## src/rtl/wdt2_pkg.sv

```systemverilog
package wdt2_pkg;

    typedef enum logic [1:0] {
        UL_IDLE  = 2'd0,
        UL_ARMED = 2'd1,
        UL_OPEN  = 2'd2
    } ul_state_e;

    localparam logic [4:0] OFS_PRE1   = 5'h00;
    localparam logic [4:0] OFS_PRE2   = 5'h04;
    localparam logic [4:0] OFS_STAT   = 5'h08;
    localparam logic [4:0] OFS_RELOAD = 5'h0C;
    localparam logic [4:0] OFS_CTRL   = 5'h10;
    localparam logic [4:0] OFS_CFG    = 5'h14;

    localparam logic [15:0] KEY_FIRST  = 16'h0080;
    localparam logic [15:0] KEY_SECOND = 16'h0086;

    localparam logic [5:0] CFG_KEEP = 6'b10_0111;
    localparam logic [1:0] IRQ_OFF  = 2'b11;

endpackage

```

## src/rtl/wdt2_unlock.sv

```systemverilog
module wdt2_unlock
    import wdt2_pkg::*;
(
    input  logic        clk,
    input  logic        rst_n,
    input  logic        key_wr,
    input  logic        prot_wr,
    input  logic [15:0] key_val,
    output logic        open_o
);

    ul_state_e st_d, st_q;

    always_comb begin
        st_d = st_q;
        unique case (st_q)
            UL_IDLE:  if (key_wr) st_d = (key_val == KEY_FIRST) ? UL_ARMED : UL_IDLE;
            UL_ARMED: if (key_wr) st_d = (key_val == KEY_SECOND) ? UL_OPEN : UL_IDLE;
            UL_OPEN:  if (key_wr || prot_wr) st_d = UL_IDLE;
            default:  st_d = UL_IDLE;
        endcase
    end

    always_ff @(posedge clk or negedge rst_n) begin
        if (!rst_n) st_q <= UL_IDLE;
        else        st_q <= st_d;
    end

    assign open_o = (st_q == UL_OPEN);

endmodule

```

## src/rtl/wdt2_prescale.sv

```systemverilog
module wdt2_prescale #(
    parameter int SLOW_LOG2 = 15,
    parameter int FAST_LOG2 = 12
) (
    input  logic clk,
    input  logic rst_n,
    input  logic run,
    input  logic clear,
    input  logic fast_sel,
    output logic tick_o
);

    logic [SLOW_LOG2-1:0] cnt_d, cnt_q;

    always_comb begin
        cnt_d = cnt_q + 1'b1;
        if (!run || clear) cnt_d = '0;
    end

    always_ff @(posedge clk or negedge rst_n) begin
        if (!rst_n) cnt_q <= '0;
        else        cnt_q <= cnt_d;
    end

    assign tick_o = run && (fast_sel ? (&cnt_q[FAST_LOG2-1:0]) : (&cnt_q));

endmodule

```

## src/rtl/wdt2_stages.sv

```systemverilog
module wdt2_stages #(
    parameter int CNT_W = 20
) (
    input  logic             clk,
    input  logic             rst_n,
    input  logic             active,
    input  logic             tick,
    input  logic             restart,
    input  logic [CNT_W-1:0] pre1,
    input  logic [CNT_W-1:0] pre2,
    output logic             exp1_o,
    output logic             exp2_o
);

    typedef struct packed {
        logic [CNT_W-1:0] cnt;
        logic             second;
    } stage_t;

    stage_t s_d, s_q;
    logic   step, at_zero;

    assign step    = active && !restart && tick;
    assign at_zero = (s_q.cnt == '0);
    assign exp1_o  = step && at_zero && !s_q.second;
    assign exp2_o  = step && at_zero && s_q.second;

    always_comb begin
        s_d = s_q;
        if (!active || restart) begin
            s_d.cnt    = pre1;
            s_d.second = 1'b0;
        end else if (tick) begin
            if (!at_zero) begin
                s_d.cnt = s_q.cnt - 1'b1;
            end else if (!s_q.second) begin
                s_d.cnt    = pre2;
                s_d.second = 1'b1;
            end else begin
                s_d.cnt    = pre1;
                s_d.second = 1'b0;
            end
        end
    end

    always_ff @(posedge clk or negedge rst_n) begin
        if (!rst_n) s_q <= '0;
        else        s_q <= s_d;
    end

endmodule

```

## src/rtl/wdt2_top.sv

```systemverilog
module wdt2_top
    import wdt2_pkg::*;
#(
    parameter int CNT_W     = 20,
    parameter int SLOW_LOG2 = 15,
    parameter int FAST_LOG2 = 12,
    parameter int AW        = 5,
    parameter int DW        = 32
) (
    input  logic            clk,
    input  logic            rst_n,
    input  logic            we_i,
    input  logic [AW-1:0]   addr_i,
    input  logic [DW-1:0]   wdata_i,
    input  logic [DW/8-1:0] wstrb_i,
    output logic [DW-1:0]   rdata_o,
    output logic            irq_o,
    output logic            wdt_rst_o
);

    localparam int NB = DW / 8;

    typedef struct packed {
        logic [CNT_W-1:0] pre1;
        logic [CNT_W-1:0] pre2;
        logic [2:0]       ctrl;
        logic [5:0]       cfg;
        logic             pend;
        logic             flag;
        logic             rst;
    } regs_t;

    regs_t r_d, r_q;

    logic [DW-1:0] bmask, wm;
    logic wr_any, hit_pre1, hit_pre2, hit_stat, hit_reload, hit_ctrl, hit_cfg;
    logic wr_pre, wr_reload, ul_open, active, restart, flag_clr;
    logic tick, exp1, exp2;

    for (genvar gb = 0; gb < NB; gb++) begin : g_mask
        assign bmask[8*gb +: 8] = {8{wstrb_i[gb]}};
    end

    assign wm = wdata_i & bmask;

    if (CNT_W < DW) begin : g_hi
        logic unused_hi;
        assign unused_hi = ^wm[DW-1:CNT_W];
    end

    assign wr_any     = we_i && (|wstrb_i);
    assign hit_pre1   = (addr_i == AW'(OFS_PRE1));
    assign hit_pre2   = (addr_i == AW'(OFS_PRE2));
    assign hit_stat   = (addr_i == AW'(OFS_STAT));
    assign hit_reload = (addr_i == AW'(OFS_RELOAD));
    assign hit_ctrl   = (addr_i == AW'(OFS_CTRL));
    assign hit_cfg    = (addr_i == AW'(OFS_CFG));
    assign wr_pre     = wr_any && (hit_pre1 || hit_pre2);
    assign wr_reload  = wr_any && hit_reload;

    assign active   = r_q.ctrl[1] && !r_q.ctrl[2];
    assign restart  = wr_reload && ul_open && wm[8];
    assign flag_clr = wr_reload && ul_open && wm[9];

    wdt2_unlock u_unlock (
        .clk     (clk),
        .rst_n   (rst_n),
        .key_wr  (wr_reload),
        .prot_wr (wr_pre),
        .key_val (wm[15:0]),
        .open_o  (ul_open)
    );

    wdt2_prescale #(
        .SLOW_LOG2 (SLOW_LOG2),
        .FAST_LOG2 (FAST_LOG2)
    ) u_prescale (
        .clk      (clk),
        .rst_n    (rst_n),
        .run      (active),
        .clear    (restart),
        .fast_sel (r_q.cfg[2]),
        .tick_o   (tick)
    );

    wdt2_stages #(
        .CNT_W (CNT_W)
    ) u_stages (
        .clk     (clk),
        .rst_n   (rst_n),
        .active  (active),
        .tick    (tick),
        .restart (restart),
        .pre1    (r_q.pre1),
        .pre2    (r_q.pre2),
        .exp1_o  (exp1),
        .exp2_o  (exp2)
    );

    always_comb begin
        r_d = r_q;
        if (wr_pre && ul_open) begin
            if (hit_pre1) r_d.pre1 = (r_q.pre1 & ~bmask[CNT_W-1:0]) | wm[CNT_W-1:0];
            else          r_d.pre2 = (r_q.pre2 & ~bmask[CNT_W-1:0]) | wm[CNT_W-1:0];
        end
        if (wr_any && wstrb_i[0] && !r_q.ctrl[0]) begin
            if (hit_ctrl) r_d.ctrl = wdata_i[2:0];
            if (hit_cfg)  r_d.cfg  = wdata_i[5:0] & CFG_KEEP;
        end
        if (!active || restart)             r_d.pend = 1'b0;
        else if (exp1)                      r_d.pend = 1'b1;
        else if (wr_any && hit_stat && wm[0]) r_d.pend = 1'b0;
        if (exp2)          r_d.flag = 1'b1;
        else if (flag_clr) r_d.flag = 1'b0;
        r_d.rst = exp2 && !r_q.cfg[5];
    end

    always_ff @(posedge clk or negedge rst_n) begin
        if (!rst_n) r_q <= '0;
        else        r_q <= r_d;
    end

    always_comb begin
        rdata_o = '0;
        if (hit_pre1)   rdata_o = DW'(r_q.pre1);
        if (hit_pre2)   rdata_o = DW'(r_q.pre2);
        if (hit_stat)   rdata_o = DW'(r_q.pend);
        if (hit_reload) rdata_o = DW'({r_q.flag, 9'd0});
        if (hit_ctrl)   rdata_o = DW'(r_q.ctrl);
        if (hit_cfg)    rdata_o = DW'(r_q.cfg);
    end

    assign irq_o     = r_q.pend && active && (r_q.cfg[1:0] != IRQ_OFF);
    assign wdt_rst_o = r_q.rst;

endmodule

```

## config.mk

```make
export PLATFORM = sky130hd
export DESIGN_NAME = wdt2_top
export DESIGN_NICKNAME = d
export VERILOG_FILES = /design/src/rtl/wdt2_pkg.sv /design/src/rtl/wdt2_unlock.sv /design/src/rtl/wdt2_prescale.sv /design/src/rtl/wdt2_stages.sv /design/src/rtl/wdt2_top.sv
export SDC_FILE = /design/constraint.sdc
export NUM_CORES = 1
export LEC_CHECK = 0
export ABC_AREA = 1
export BUFFER_PORTS_ARGS = -buffer_cell sky130_fd_sc_hd__clkbuf_2
export CORE_ASPECT_RATIO = 0.9
export CORE_MARGIN = 3
export CORE_UTILIZATION = 53
export CTS_CLUSTER_SIZE = 16
export DETAILED_ROUTE_END_ITERATION = 6
export PLACE_DENSITY = 0.75
export SLEW_MARGIN = 5
export SYNTH_ARGS = -nofsm -noshare
export SYNTH_HDL_FRONTEND = slang
export SYNTH_SLANG_ARGS = --single-unit
```

## constraint.sdc

```tcl
create_clock -name clk -period 1.85 [get_ports clk]
set_input_delay 0.37 -clock clk [delete_from_list [all_inputs] [get_ports clk]]
set_output_delay 0.37 -clock clk [all_outputs]
set_load 0.03 [all_outputs]
```

==> out/results.md <==
* **status** completed
* **Filler cells** 878
* **CTS tree** built
* **synthesized area divided by synthesized cell count** 7.20 µm²
* **clock tree buffer depth** 2
* **number of global-route vias before repair** 4920
* **cells taking the most area after synthesis** dfrtp_1, nand2_1, inv_1
* **worst path bufs/invs** 4
* **routability-driven placement congestion ratio** 0.955
* **area of the core** 9870 µm²
* **clock tree root driver cell** clkbuf_16
* **number of setup violations in the final report** 0
* **power dissipated by switching net loads** 1.17 mW
* **internal power** 3.30 mW
* **Critical-path top delay cell** nor2_4
* **final-report max-slew violation count** 0
* **ordered list of cells on the worst path** buf_6, nor2_4, nand2_2, inv_2, nand2_4, nor2_4, inv_6, o211ai_1, buf_4
* **area growth from synthesis to final layout** 20.1%
* **path type of the worst min-delay path** primary input to flip-flop
* **number of max-cap violations** 0
* **I/O pin total** 78
* **worst-case reg-to-reg path depth** 8
* **final WL** 14.6 mm
* **DIE WIDTH** 113 µm
* **clock transition at the registers of the reported paths** 70 ps
* **number of antenna violations at the first check in global routing** 0
* **fin nets** 890
* **grt ovf** 0
* **portion of total power attributed to the clock network** 45.2%
* **clock tree sinks** 88
* **sequential fraction of the synthesis area** 40.3%
* **area share of the leading cell type in the synthesized netlist** 40.3%
* **fraction of synthesis flops using an asynchronous set or reset pin** 100%
* **number of storage elements in the synthesis netlist** 88
* **post-synthesis cell count** 759
* **Pwr Total** 4.47 mW
* **longest individual stage delay on the worst path** 210 ps
* **maximum number of pins on one net before global-route repair** 50
* **count of cell types in the netlist** 39
* **summed instance area of the synthesized netlist** 5470 µm²
* **number of buffers inserted by port buffering** 53
* **main flop type after synthesis** dfrtp_1
* **Max Freq** 0.543 GHz
* **arrival time of the worst setup path** 1470 ps
* **final worst clock skew** 8.43 ps
* **Crit Path Class** primary input to output pin
* **dpl cells** 951
* **crit path time final** 1840 ps
* **overall global routing resource usage** 25.2%
* **H-tree Lvls** 3
* **total placed instance area** 6000 µm²
* **uppermost routed layer** met4
* **CP endpoint kind** output pin
* **wire length of the first global-routing pass** 23.4 mm
* **via count** 5278
* **RSZ-0062 raised after global routing** true
* **cell type group with the largest total delay on the critical path** buffers and inverters
* **kind of start point of the critical path** primary input
* **most area-hungry cell type in the Yosys netlist** dfrtp_1
* **clock latency reported for the late side of the worst-skew pair** 340 ps
* **area enclosed by the die boundary** 11600 µm²
* **initial standard-cell utilization of the core** 55.4%
* **critical path required time** 1480 ps
* **cell repeated most along the worst path** nor2_4
* **number of buffers added by the clock tree synthesis step** 9
* **ANT nets after route** 0
* **Yosys warning total** 0
* **diode count** 0
* **total length of routed met3 wires** 956 µm
* **Lkg Pwr** 3.35 nW
* **Hold Path Depth** 3
* **Crit. path cell count** 9
* **post-layout instance count excluding filler cells** 974
* **met2 wire len** 7.20 mm
* **share of final-layout standard cells stronger than drive strength 1** 22.2%
* **Final Util** 66.5%
* **switching power share of the total** 26.1%
* **placed wire-length estimate** 10.8 mm
* **router iterations before antenna repair** 6
* **average routed wire per standard cell** 14.9 µm
* **share of power burned in combinational logic** 10.1%
* **via density per instance** 5.42
* **total non-filler cell area in the finished layout** 6560 µm²
* **cell area power density** 680 nW/µm²
* **die height** 102 µm
* **standard-cell rows** 34
* **DRC violation count after routing** 0
* **number of enable-type register cells in the synthesized netlist** 0
* **highest ir drop seen on vdd** 0.000572 V
* **routed metal-1 wire length** 6.18 mm
* **Reg power frac** 44.7%
* **part of the cycle the worst path needs** 99.5%
* **Final Hold Violating Endpoints** 0
* **initial detailed-routing violation count** 302
* **largest fanout on the critical path** 14
-- cells in the mapped netlist (5+ instances only) --
master,instances
a21oi_1,10
buf_2,6
buf_4,13
buf_6,6
dfrtp_1,88
inv_1,77
mux2i_1,6
nand2_1,260
nand2_2,7
nand3_1,49
nand4_1,13
nor2_1,73
nor2_2,7
nor2_4,5
nor3_1,8
o21ai_0,42
o21ai_1,10
o21ai_2,29
xor2_1,7
-- cell families after synthesis --
group	share of synthesized area, %
AND/OR/NAND/NOR	34.1
buffers and inverters	10.1
AO/OA/AOI/OAI	11.8
flip-flops	40.3
XOR/XNOR	1.76
multiplexers	1.10
adder cells (fa/ha/maj)	0.687
other	0.0686
-- path summary, 6_finish.rpt --
kind                                          startpoint                          end  slack (ps)
min reg2reg                           r_q[8]$_DFFE_PN0P_          wdt_rst_o$_DFF_PN0_         460
min                                          wdata_i[16]                    flip-flop         270
max                                            addr_i[1]                   rdata_o[5]           9
min in group asynchronous                          rst_n                    async pin         450
max reg2reg                u_prescale.cnt_q[0]$_DFF_PN0_  u_stages.s_q[2]$_DFFE_PN0P_         120
max in group asynchronous                          rst_n                    async pin         810
-- cells in the final DEF, fill, tap and decap left out, types with 2 or more instances in the layout --
master / count
nand2_1: 257
dfrtp_1: 88
inv_1: 75
nor2_1: 67
nand3_1: 47
buf_4: 47
o21ai_0: 39
o21ai_2: 32
clkbuf_2: 31
nand4_1: 13
conb_1: 12
nor2_4: 10
o21ai_1: 10
a21oi_1: 9
clkbuf_16: 9
nor2_2: 8
nand2_2: 8
nor3_1: 8
buf_6: 8
xor2_1: 7
mux2i_1: 6
nand3_2: 5
nand2_4: 4
xnor2_1: 4
nand3b_1: 4
inv_2: 3
inv_6: 3
o22ai_2: 3
clkbuf_8: 3
clkinv_1: 2
o211ai_1: 2
a22o_1: 2
clkinvlp_4: 2
ha_1: 2
bufinv_16: 2
buf_12: 2
-- worst reg2reg max path, cell delays in order (launching register included) --
cell and delay, ps:
dfrtp_1 400, ha_2 200, nand3_1 150, nor2_4 70, o211ai_1 110, nand3_2 210, inv_2 320, nand2_1 120
nand3_1 100
-- cell type report --
class / instances / area (µm²) / share of cell area [%]
Clock buffer: 9 / 225 / 3.43
Clock inverter: 7 / 101 / 1.54
Inverter: 83 / 323 / 4.92
Multi-Input combinational cell: 568 / 2860 / 43.6
Sequential cell: 88 / 2200 / 33.5
Tap cell: 126 / 158 / 2.40
Timing Repair Buffer: 92 / 689 / 10.5
Timing Repair inverter: 1 / 5.00 / 0.0762
-- metal layers --
| metal | vias to the layer above | track usage (%) |
|---|---|---|
| li1 | 2564 | - |
| met5 | - | 0 |
| met1 | 2509 | 34.1 |
| met3 | 18 | 4.03 |
| met4 | 0 | 7.12 |
| met2 | 187 | 42.4 |
-- through the flow --
stage	setup WS [ps]	setup TNS (ps)	hold slack [ps]
finish	9.45	0	271
global route	-47.6	-516	296
CTS	-9.64	-23.7	270
detailed placement	-176	-466	277
global placement	-164	-479	272
floorplan	-120	-856	74.4
-- power by group through the flow --
stage                     clock network (mW)  logic, mW  registers (mW)
after global routing                    2.11      0.501            2.00
after CTS                               2.04      0.438            1.99
final                                   2.02      0.452            2.00
after global placement                     0      0.420            2.03
after detailed placement                   0      0.430            2.03
after floorplan                            0      0.296            2.02
-- repair_timing --
item                                    in CTS  in global routing
pin swaps                                    0                  5
cloned                                       0                  1
hold endpoints to repair                    17                  0
resized for setup                           16                 72
setup buffers                                0                  5
endpoints found under the setup margin      15                 43
hold buffers                                 1                  0
Note: power is estimated with default switching activity, not from simulation.
